**config.mk**
```make
export PLATFORM = sky130hd
export DESIGN_NAME = sdram_init_seq
export DESIGN_NICKNAME = d
export VERILOG_FILES = /design/src/rtl/sdram_init_pkg.sv /design/src/rtl/sdram_init_timer.sv /design/src/rtl/sdram_init_mode.sv /design/src/rtl/sdram_init_drive.sv /design/src/rtl/sdram_init_seq.sv
export SDC_FILE = /design/constraint.sdc
export NUM_CORES = 1
export LEC_CHECK = 0
export ABC_AREA = 1
export BUFFER_PORTS_ARGS = -buffer_cell sky130_fd_sc_hd__buf_2
export CAP_MARGIN = 20
export CORE_MARGIN = 5
export CORE_UTILIZATION = 45
export CTS_BUF_LIST = sky130_fd_sc_hd__clkbuf_8
export DETAILED_ROUTE_END_ITERATION = 10
export GPL_ROUTABILITY_DRIVEN = 0
export GPL_TIMING_DRIVEN = 0
export HOLD_SLACK_MARGIN = 0.03
export PLACE_DENSITY = 0.76
export SETUP_SLACK_MARGIN = 0.3
export SLEW_MARGIN = 20
export SYNTH_ARGS = -nofsm -noshare
export SYNTH_HDL_FRONTEND = slang
export SYNTH_SLANG_ARGS = --single-unit
```
**constraint.sdc**
```tcl
create_clock -name clk -period 1.3 [get_ports clk]
set_input_delay 0.26 -clock clk [delete_from_list [all_inputs] [get_ports clk]]
set_output_delay 0.26 -clock clk [all_outputs]
set_load 0.01 [all_outputs]
```
**src/rtl/sdram_init_pkg.sv**
```systemverilog
package sdram_init_pkg;

  // Command encodings on {cs_n, ras_n, cas_n, we_n}
  typedef enum logic [3:0] {
    CMD_LOAD_MODE = 4'b0000,
    CMD_REFRESH   = 4'b0001,
    CMD_PRECHARGE = 4'b0010,
    CMD_NOP       = 4'b0111
  } sdram_cmd_e;

  // Steps of the power-up script, in issue order
  typedef enum logic [2:0] {
    STEP_SETTLE,
    STEP_PRECHARGE,
    STEP_REFRESH_A,
    STEP_REFRESH_B,
    STEP_LOAD_MODE,
    STEP_READY
  } init_step_e;

  typedef struct packed {
    logic       wr_single;
    logic [2:0] cas_lat;
    logic       interleave;
    logic [2:0] burst_len;
  } mode_fields_t;

  // Bit position of the all-banks flag during precharge
  localparam int unsigned ALL_BANKS_BIT = 10;

  function automatic sdram_cmd_e step_command(init_step_e s);
    case (s)
      STEP_PRECHARGE: return CMD_PRECHARGE;
      STEP_REFRESH_A: return CMD_REFRESH;
      STEP_REFRESH_B: return CMD_REFRESH;
      STEP_LOAD_MODE: return CMD_LOAD_MODE;
      default:        return CMD_NOP;
    endcase
  endfunction

endpackage

```
**src/rtl/sdram_init_timer.sv**
```systemverilog
// Down-counter that measures the gap of the current script step.
module sdram_init_timer #(
  parameter int unsigned CNT_W   = 8,
  parameter int unsigned RST_VAL = 0
) (
  input  logic             clk,
  input  logic             rst,
  input  logic             load,
  input  logic [CNT_W-1:0] load_val,
  output logic             expired
);

  logic [CNT_W-1:0] cnt_q;

  always_ff @(posedge clk) begin
    if (rst) begin
      cnt_q <= CNT_W'(RST_VAL);
    end else if (load) begin
      cnt_q <= load_val;
    end else if (cnt_q != '0) begin
      cnt_q <= cnt_q - 1'b1;
    end
  end

  assign expired = (cnt_q == '0);

endmodule

```
**src/rtl/sdram_init_mode.sv**
```systemverilog
// Packs the configuration fields into the mode-register word.
module sdram_init_mode
  import sdram_init_pkg::*;
#(
  parameter int unsigned ADDR_W = 13
) (
  input  mode_fields_t      fields,
  output logic [ADDR_W-1:0] word
);

  localparam int unsigned LOW_W = 10;

  assign word[2:0] = fields.burst_len;
  assign word[3]   = fields.interleave;
  assign word[6:4] = fields.cas_lat;
  assign word[8:7] = 2'b00;            // standard operating mode
  assign word[9]   = fields.wr_single;

  generate
    for (genvar i = LOW_W; i < ADDR_W; i++) begin : g_rsvd
      assign word[i] = 1'b0;           // reserved / must-be-low bits
    end
  endgenerate

endmodule

```
**src/rtl/sdram_init_drive.sv**
```systemverilog
// Registered command/address stage of the sequencer.
module sdram_init_drive
  import sdram_init_pkg::*;
#(
  parameter int unsigned ADDR_W = 13
) (
  input  logic              clk,
  input  logic              rst,
  input  logic              issue,
  input  init_step_e        step,
  input  logic [ADDR_W-1:0] mode_word,
  output logic [3:0]        cmd,
  output logic [ADDR_W-1:0] addr
);

  localparam logic [ADDR_W-1:0] ALL_BANKS = ADDR_W'(1) << ALL_BANKS_BIT;

  sdram_cmd_e        cmd_q;
  logic [ADDR_W-1:0] addr_q;

  always_ff @(posedge clk) begin
    if (rst || !issue) begin
      cmd_q  <= CMD_NOP;
      addr_q <= '0;
    end else begin
      cmd_q <= step_command(step);
      case (step)
        STEP_PRECHARGE: addr_q <= ALL_BANKS;
        STEP_LOAD_MODE: addr_q <= mode_word;
        default:        addr_q <= '0;
      endcase
    end
  end

  assign cmd  = cmd_q;
  assign addr = addr_q;

endmodule

```
**src/rtl/sdram_init_seq.sv**
```systemverilog
module sdram_init_seq
  import sdram_init_pkg::*;
#(
  parameter int unsigned ADDR_W = 13,
  parameter int unsigned BANK_W = 2,
  parameter int unsigned T_WAIT = 5000,  // settling wait, cycles
  parameter int unsigned T_RP   = 3,     // precharge to refresh
  parameter int unsigned T_RFC  = 10,    // refresh to next command
  parameter int unsigned T_MRD  = 2      // mode load to ready
) (
  input  logic              clk,
  input  logic              rst,
  input  logic [2:0]        cfg_burst_len,
  input  logic              cfg_burst_interleave,
  input  logic [2:0]        cfg_cas_lat,
  input  logic              cfg_wr_single,
  output logic              cs_n,
  output logic              ras_n,
  output logic              cas_n,
  output logic              we_n,
  output logic [ADDR_W-1:0] addr,
  output logic [BANK_W-1:0] ba,
  output logic              init_done
);

  function automatic int unsigned max2(int unsigned a, int unsigned b);
    return (a > b) ? a : b;
  endfunction

  localparam int unsigned MAX_GAP = max2(max2(T_WAIT, T_RP), max2(T_RFC, T_MRD));
  localparam int unsigned CNT_W   = $clog2(MAX_GAP + 1);
  localparam logic [CNT_W-1:0] LD_RP  = CNT_W'(T_RP - 1);
  localparam logic [CNT_W-1:0] LD_RFC = CNT_W'(T_RFC - 1);
  localparam logic [CNT_W-1:0] LD_MRD = CNT_W'(T_MRD - 1);

  init_step_e        step_q, step_nx;
  logic              gap_over, advance, done_q;
  logic [CNT_W-1:0]  gap_load;
  logic [ADDR_W-1:0] mode_word;
  logic [3:0]        cmd_bits;
  mode_fields_t      fields;

  assign fields = '{wr_single:  cfg_wr_single,
                    cas_lat:    cfg_cas_lat,
                    interleave: cfg_burst_interleave,
                    burst_len:  cfg_burst_len};

  always_comb begin
    case (step_q)
      STEP_SETTLE:    begin step_nx = STEP_PRECHARGE; gap_load = LD_RP;  end
      STEP_PRECHARGE: begin step_nx = STEP_REFRESH_A; gap_load = LD_RFC; end
      STEP_REFRESH_A: begin step_nx = STEP_REFRESH_B; gap_load = LD_RFC; end
      STEP_REFRESH_B: begin step_nx = STEP_LOAD_MODE; gap_load = LD_MRD; end
      default:        begin step_nx = STEP_READY;     gap_load = '0;     end
    endcase
  end

  assign advance = gap_over && (step_q != STEP_READY);

  always_ff @(posedge clk) begin
    if (rst) begin
      step_q <= STEP_SETTLE;
      done_q <= 1'b0;
    end else if (advance) begin
      step_q <= step_nx;
      done_q <= (step_nx == STEP_READY);
    end
  end

  sdram_init_timer #(
    .CNT_W   (CNT_W),
    .RST_VAL (T_WAIT - 1)
  ) u_timer (
    .clk      (clk),
    .rst      (rst),
    .load     (advance),
    .load_val (gap_load),
    .expired  (gap_over)
  );

  sdram_init_mode #(
    .ADDR_W (ADDR_W)
  ) u_mode (
    .fields (fields),
    .word   (mode_word)
  );

  sdram_init_drive #(
    .ADDR_W (ADDR_W)
  ) u_drive (
    .clk       (clk),
    .rst       (rst),
    .issue     (advance),
    .step      (step_nx),
    .mode_word (mode_word),
    .cmd       (cmd_bits),
    .addr      (addr)
  );

  assign {cs_n, ras_n, cas_n, we_n} = cmd_bits;
  assign ba        = '0;
  assign init_done = done_q;

endmodule

```
After elaboration in Yosys (flattened, before gate mapping)
Cells that the tools add are included.
{ "word_totals": {"wordCells": 30, "register_bits": 34, "in_bits": 10, "output_inout_bits": 20} }
{ "op_classes": {"muxes": 6, "eq_ne": 9, "addsub": 1, "reduce_logical": 9} }
{ "ops": {"columns": ["operator", "n"], "rows": [
  ["13-bit 2-to-1 mux", 2],
  ["11-bit case mux with 2 select lines", 1],
  ["13-bit zero test", 1],
  ["13-bit nonzero test", 1],
  ["13-bit by 1-bit subtractor with 13-bit output, second input constant", 1],
  ["3-bit by 2-bit equality test with 1-bit output, second input constant", 4],
  ["3-bit case mux with 4 select lines", 1],
  ["4-bit case mux with 3 select lines", 1],
  ["3-bit case mux with 3 select lines", 1],
  ["3-bit by 1-bit equality test with 1-bit output, second input constant", 2],
  ["3-bit equality test, second input constant", 2],
  ["2-bit OR reduction", 2],
  ["3-bit zero test", 1],
  ["3-bit != test, second input constant", 1],
  ["2-bit nonzero test", 1],
  ["1-bit logical AND", 1],
  ["1-bit zero test", 1],
  ["1-bit logical OR", 1]
]} }

Depth between registers and ports, before layout
{ "depth": {"word_depth": 5, "ltp_mapped": 9, "ltp_nobuf": 9} }

Hierarchy
A second synthesis with hierarchy kept.
{ "unflattened": {"cells_unflattened": 235, "area_unflattened_um2": 1651.6} }
{ "by_module_without_submodules": {"columns": ["module", "instances", "cells_each", "area_each_um2"], "rows": [
  ["sdram_init_timer", 1, 127, 817.0],
  ["sdram_init_drive", 1, 61, 513.0],
  ["sdram_init_seq", 1, 33, 220.2],
  ["sdram_init_mode", 1, 14, 101.3]
]} }

Least setup slack after synthesis
No wires, ideal clock.
{ "synth_timing": {"path_type": "reg2reg", "from": "reg u_timer.cnt_q[0]", "to": "reg u_timer.cnt_q[0]", "slack_ns": -0.073, "period_less_slack_ns": 1.373, "arrival_ns": 1.250, "setup_ns": 0.123, "path_stages_with_launch": 9, "path_cell_list": "dfxtp_1 -> inv_1 -> ha_1 -> nand2_1 -> nor2_4 -> nand2_4 -> buf_4 -> a21oi_1 -> nand3_1"} }
{ "synth_via": {"elab_chain_len": 3, "word_cells_on_any_way": 7} }
{ "synth_rtl": {"columns": ["element", "line_no", "source"], "rows": [
  ["from (decl)", "sdram_init_timer.sv:13", "logic [CNT_W-1:0] cnt_q;"],
  ["from (signal assigned)", "sdram_init_timer.sv:17", "cnt_q <= CNT_W'(RST_VAL);"],
  ["from (signal assigned)", "sdram_init_timer.sv:19", "cnt_q <= load_val;"],
  ["from (signal assigned)", "sdram_init_timer.sv:21", "cnt_q <= cnt_q - 1'b1;"],
  ["13-bit by 1-bit subtractor with 13-bit output / 13-bit zero test (equally long branches)", "sdram_init_timer.sv:21, sdram_init_timer.sv:25", null],
  ["13-bit 2-to-1 mux / 1-bit logical AND (equally long branches)", "sdram_init_timer.sv:20, sdram_init_seq.sv:58", null],
  ["13-bit 2-to-1 mux / 2-bit nonzero test (equally long branches)", null, null]
]} }
Several ways; a longest one is shown, not always the timed one. The select of a mux whose other input is x is not followed.
A chain may end at the register's enable or synchronous reset.

Worst setup path after layout
{ "layout_timing": {"from": "reg u_timer.cnt_q[0]", "to": "reg u_timer.cnt_q[3]"} }
The elaborated chain is that of the path after synthesis.

==> flow_summary.ini <==
[finish]
area_delta_synth_final_pct = 37.3
final_cell_mix = nand2_1 (33), nor2_1 (20), inv_1 (20)
diodes = 0
drive_above_1_share_pct = 41.5
layout.nets = 240
layout_commonest_cell = nand2_1

[floorplan]
die_w_um = 64.6
core_um2 = 2810
rows = 19
io_pins = 30
dieHeight_um = 64.6
fp.dieArea_um2 = 4180
initial_core_util_pct = 47.9

[global_routing]
antenna_found_initial = 0
overflow = 0
grt_pass1_wl_um = 5180
grt_max_degree = 11
track_usage_pct = 16.2
first_global_vias = 1170

[power_and_ir_drop]
p_int_mw = 1.31
leakage_nw = 0.912
p_sw_share_pct = 24.0
p_seq_share_pct = 52.6
peakVddDrop_uv = 911
combPwrFrac_pct = 6.7
clkPwrFrac_pct = 40.8
switching_power_mw = 0.415
power_density_nw_per_um2 = 936

[critical_path]
critical_path_class = flip-flop to flip-flop
path_cells = inv_2, ha_4, nand2_4, nor2_4, nand2_4, buf_6, o21ai_1, a21oi_1
cp.arrival_ns = 1.49
slowest_delay_ns = 0.33
crit_fanout = 10
regToRegStartpoint = u_timer.cnt_q[0]
crit_top_cell = nand2_4
crit_required_ns = 1.46
slowest_stage = dfxtp_2
cp-end-kind = flip-flop
startpoint_type = flip-flop
crit_path_start = u_timer.cnt_q[0]

[logic_synthesis]
yosysWarnings = 0
yosys-top-cells-area = dfxtp_1 (43%), nand2_1 (11%), nor2_1 (8.1%)
synth_cells = 183
syn_avg_cell_area_um2 = 7.34
synth_top_area_share_pct = 43.2
ys_types = 23
synth-seq-area-share_pct = 43.2
ys_ff_latch = 29
netlist_area_um2 = 1340
synth.largest_area_cell = dfxtp_1

[timing]
fmax_ghz = 0.752
setup_slack_ns = -0.0293
tightest_slew_ns = 0.551
slew_headroom_pct = 63.3
setup_viol = 4
slew_viol_final = 0
holdWs_ns = 0.201
fin_skew_ns = 0.00509
post-route-min-period_ns = 1.33
hold_viol_final = 0
rsz0062_at_grt = true
period_share_pct = 102

[route]
wl_per_cell_um = 12.7
final_antenna_net_count = 0
first_pass_iters = 4
drt_iter0_drc = 47
wl_um = 3290
via_per_inst = 4.93
vias = 1281
drc_errors = 0

[run_status]
status = finished with violations
violations = negative setup slack

[cts]
cts_made_buffers = 5
postCtsHoldBufs = 0
worstSkewPairLatency_ns = 0.28
clockBufferDepth = 2
clkSinkCount = 29
cts_tree = done
path_clk_slew_ns = 0.06
h-tree-depth = 2
root_buffer = clkbuf_8

[run]
maxCapViolations = 0

[place]
io_buffers = 21
dpl.hpwl_um = 2050
dp_slack_ns = -0.118

[worst_hold_path]
hp-start = cfg_burst_interleave
hold_path.class = input port to flip-flop
==> metrics by stage <==
stage	std cells	TNS [ns]	power, mW	cell area, um2	utilization, %
after global placement	241	-0.857	1.02	1560	55.7
final	260	-0.0848	1.73	1850	65.8
after global routing	260	-1.01	1.81	1850	65.8
after detailed placement	241	-1.27	1.02	1560	55.7
after CTS	259	-0.0832	1.74	1770	62.9
after floorplan	189	-0.00273	0.998	1420	-
==> cell families after synthesis <==
logic type / Yosys count / share of synthesized area (%)
DFF: 29 / 43.2
and+or+nand+nor: 101 / 35.9
xor gates and xnor gates: 1 / 0.652
adders and majority gates: 2 / 1.86
buffers and inverters: 32 / 11.7
AOI/OAI and AO/OA: 17 / 6.33
other: 1 / 0.279
==> layout make-up <==
class                   instances  area, um2
flip-flops and latches         29        593
inverters                      21       78.8
fillers                       237        960
repair buffers                 32        223
well taps                      31       38.8
clock buffers                   5       68.8
clock inverters                 3       13.8
multi-input cells             128        743
plain buffers                  11       86.3
==> worst max-delay path, delay by kind of cell, from the launching register on <==
| kind | cells | cell delay, ns |
|---|---|---|
| AND/OR/NAND/NOR | 3 | 0.28 |
| adder cells (fa/ha/maj) | 1 | 0.14 |
| AO/OA/AOI/OAI | 2 | 0.21 |
| buffers and inverters | 2 | 0.25 |
| flip-flops | 1 | 0.33 |
==> registers in the layout (all words and copies together) (netlist names) <==
name / cells
u_timer.cnt_q: 13
step_q: 3
u_drive.addr: 9
u_drive.cmd: 3
init_done: 1
==> cells in the mapped netlist <==
cell type / instances
inv_1: 21
xor2_1: 1
clkbuf_1: 2
or2_1: 1
o21ai_0: 4
a21oi_1: 12
ha_1: 2
nor2_8: 2
nand3_1: 16
nand2_2: 3
nor2_4: 1
o21ai_1: 1
conb_1: 1
buf_4: 8
nand2_1: 38
dfxtp_1: 29
nand2_4: 1
nand3b_1: 1
nor2_2: 2
nand4_1: 6
buf_6: 1
or2_2: 1
nor2_1: 29
==> path summary, 6_finish.rpt <==
| path | depth (start not counted) | to | slack, ns |
|---|---|---|---|
| setup / recovery | 8 | u_timer.cnt_q[3] | -0.03 |
| hold / removal | 3 | u_drive.addr[3] | 0.20 |
| setup reg to reg | 8 | u_timer.cnt_q[3] | -0.03 |
| hold reg to reg | 2 | init_done | 0.46 |
==> power by group through the flow <==
stage	logic (mW)	clock network, mW	registers [mW]
floorplan	0.0742	0	0.923
global placement	0.0931	0	0.925
detailed placement	0.0957	0	0.925
CTS	0.110	0.720	0.905
global route	0.129	0.772	0.908
finish	0.115	0.704	0.908
==> metal layers <==
metal  share of wire, %  track usage, %
met1                 39            17.2
met2                 55            28.6
met4                1.9            9.23
met5                  0               0
met3                4.2            4.66
==> repair_timing <==
item	CTS	global route
pin swaps	9	6
setup buffers	10	1
setup endpoints to repair	30	36
resized for setup	16	21
No activity file was read; power rests on OpenSTA's default activity.
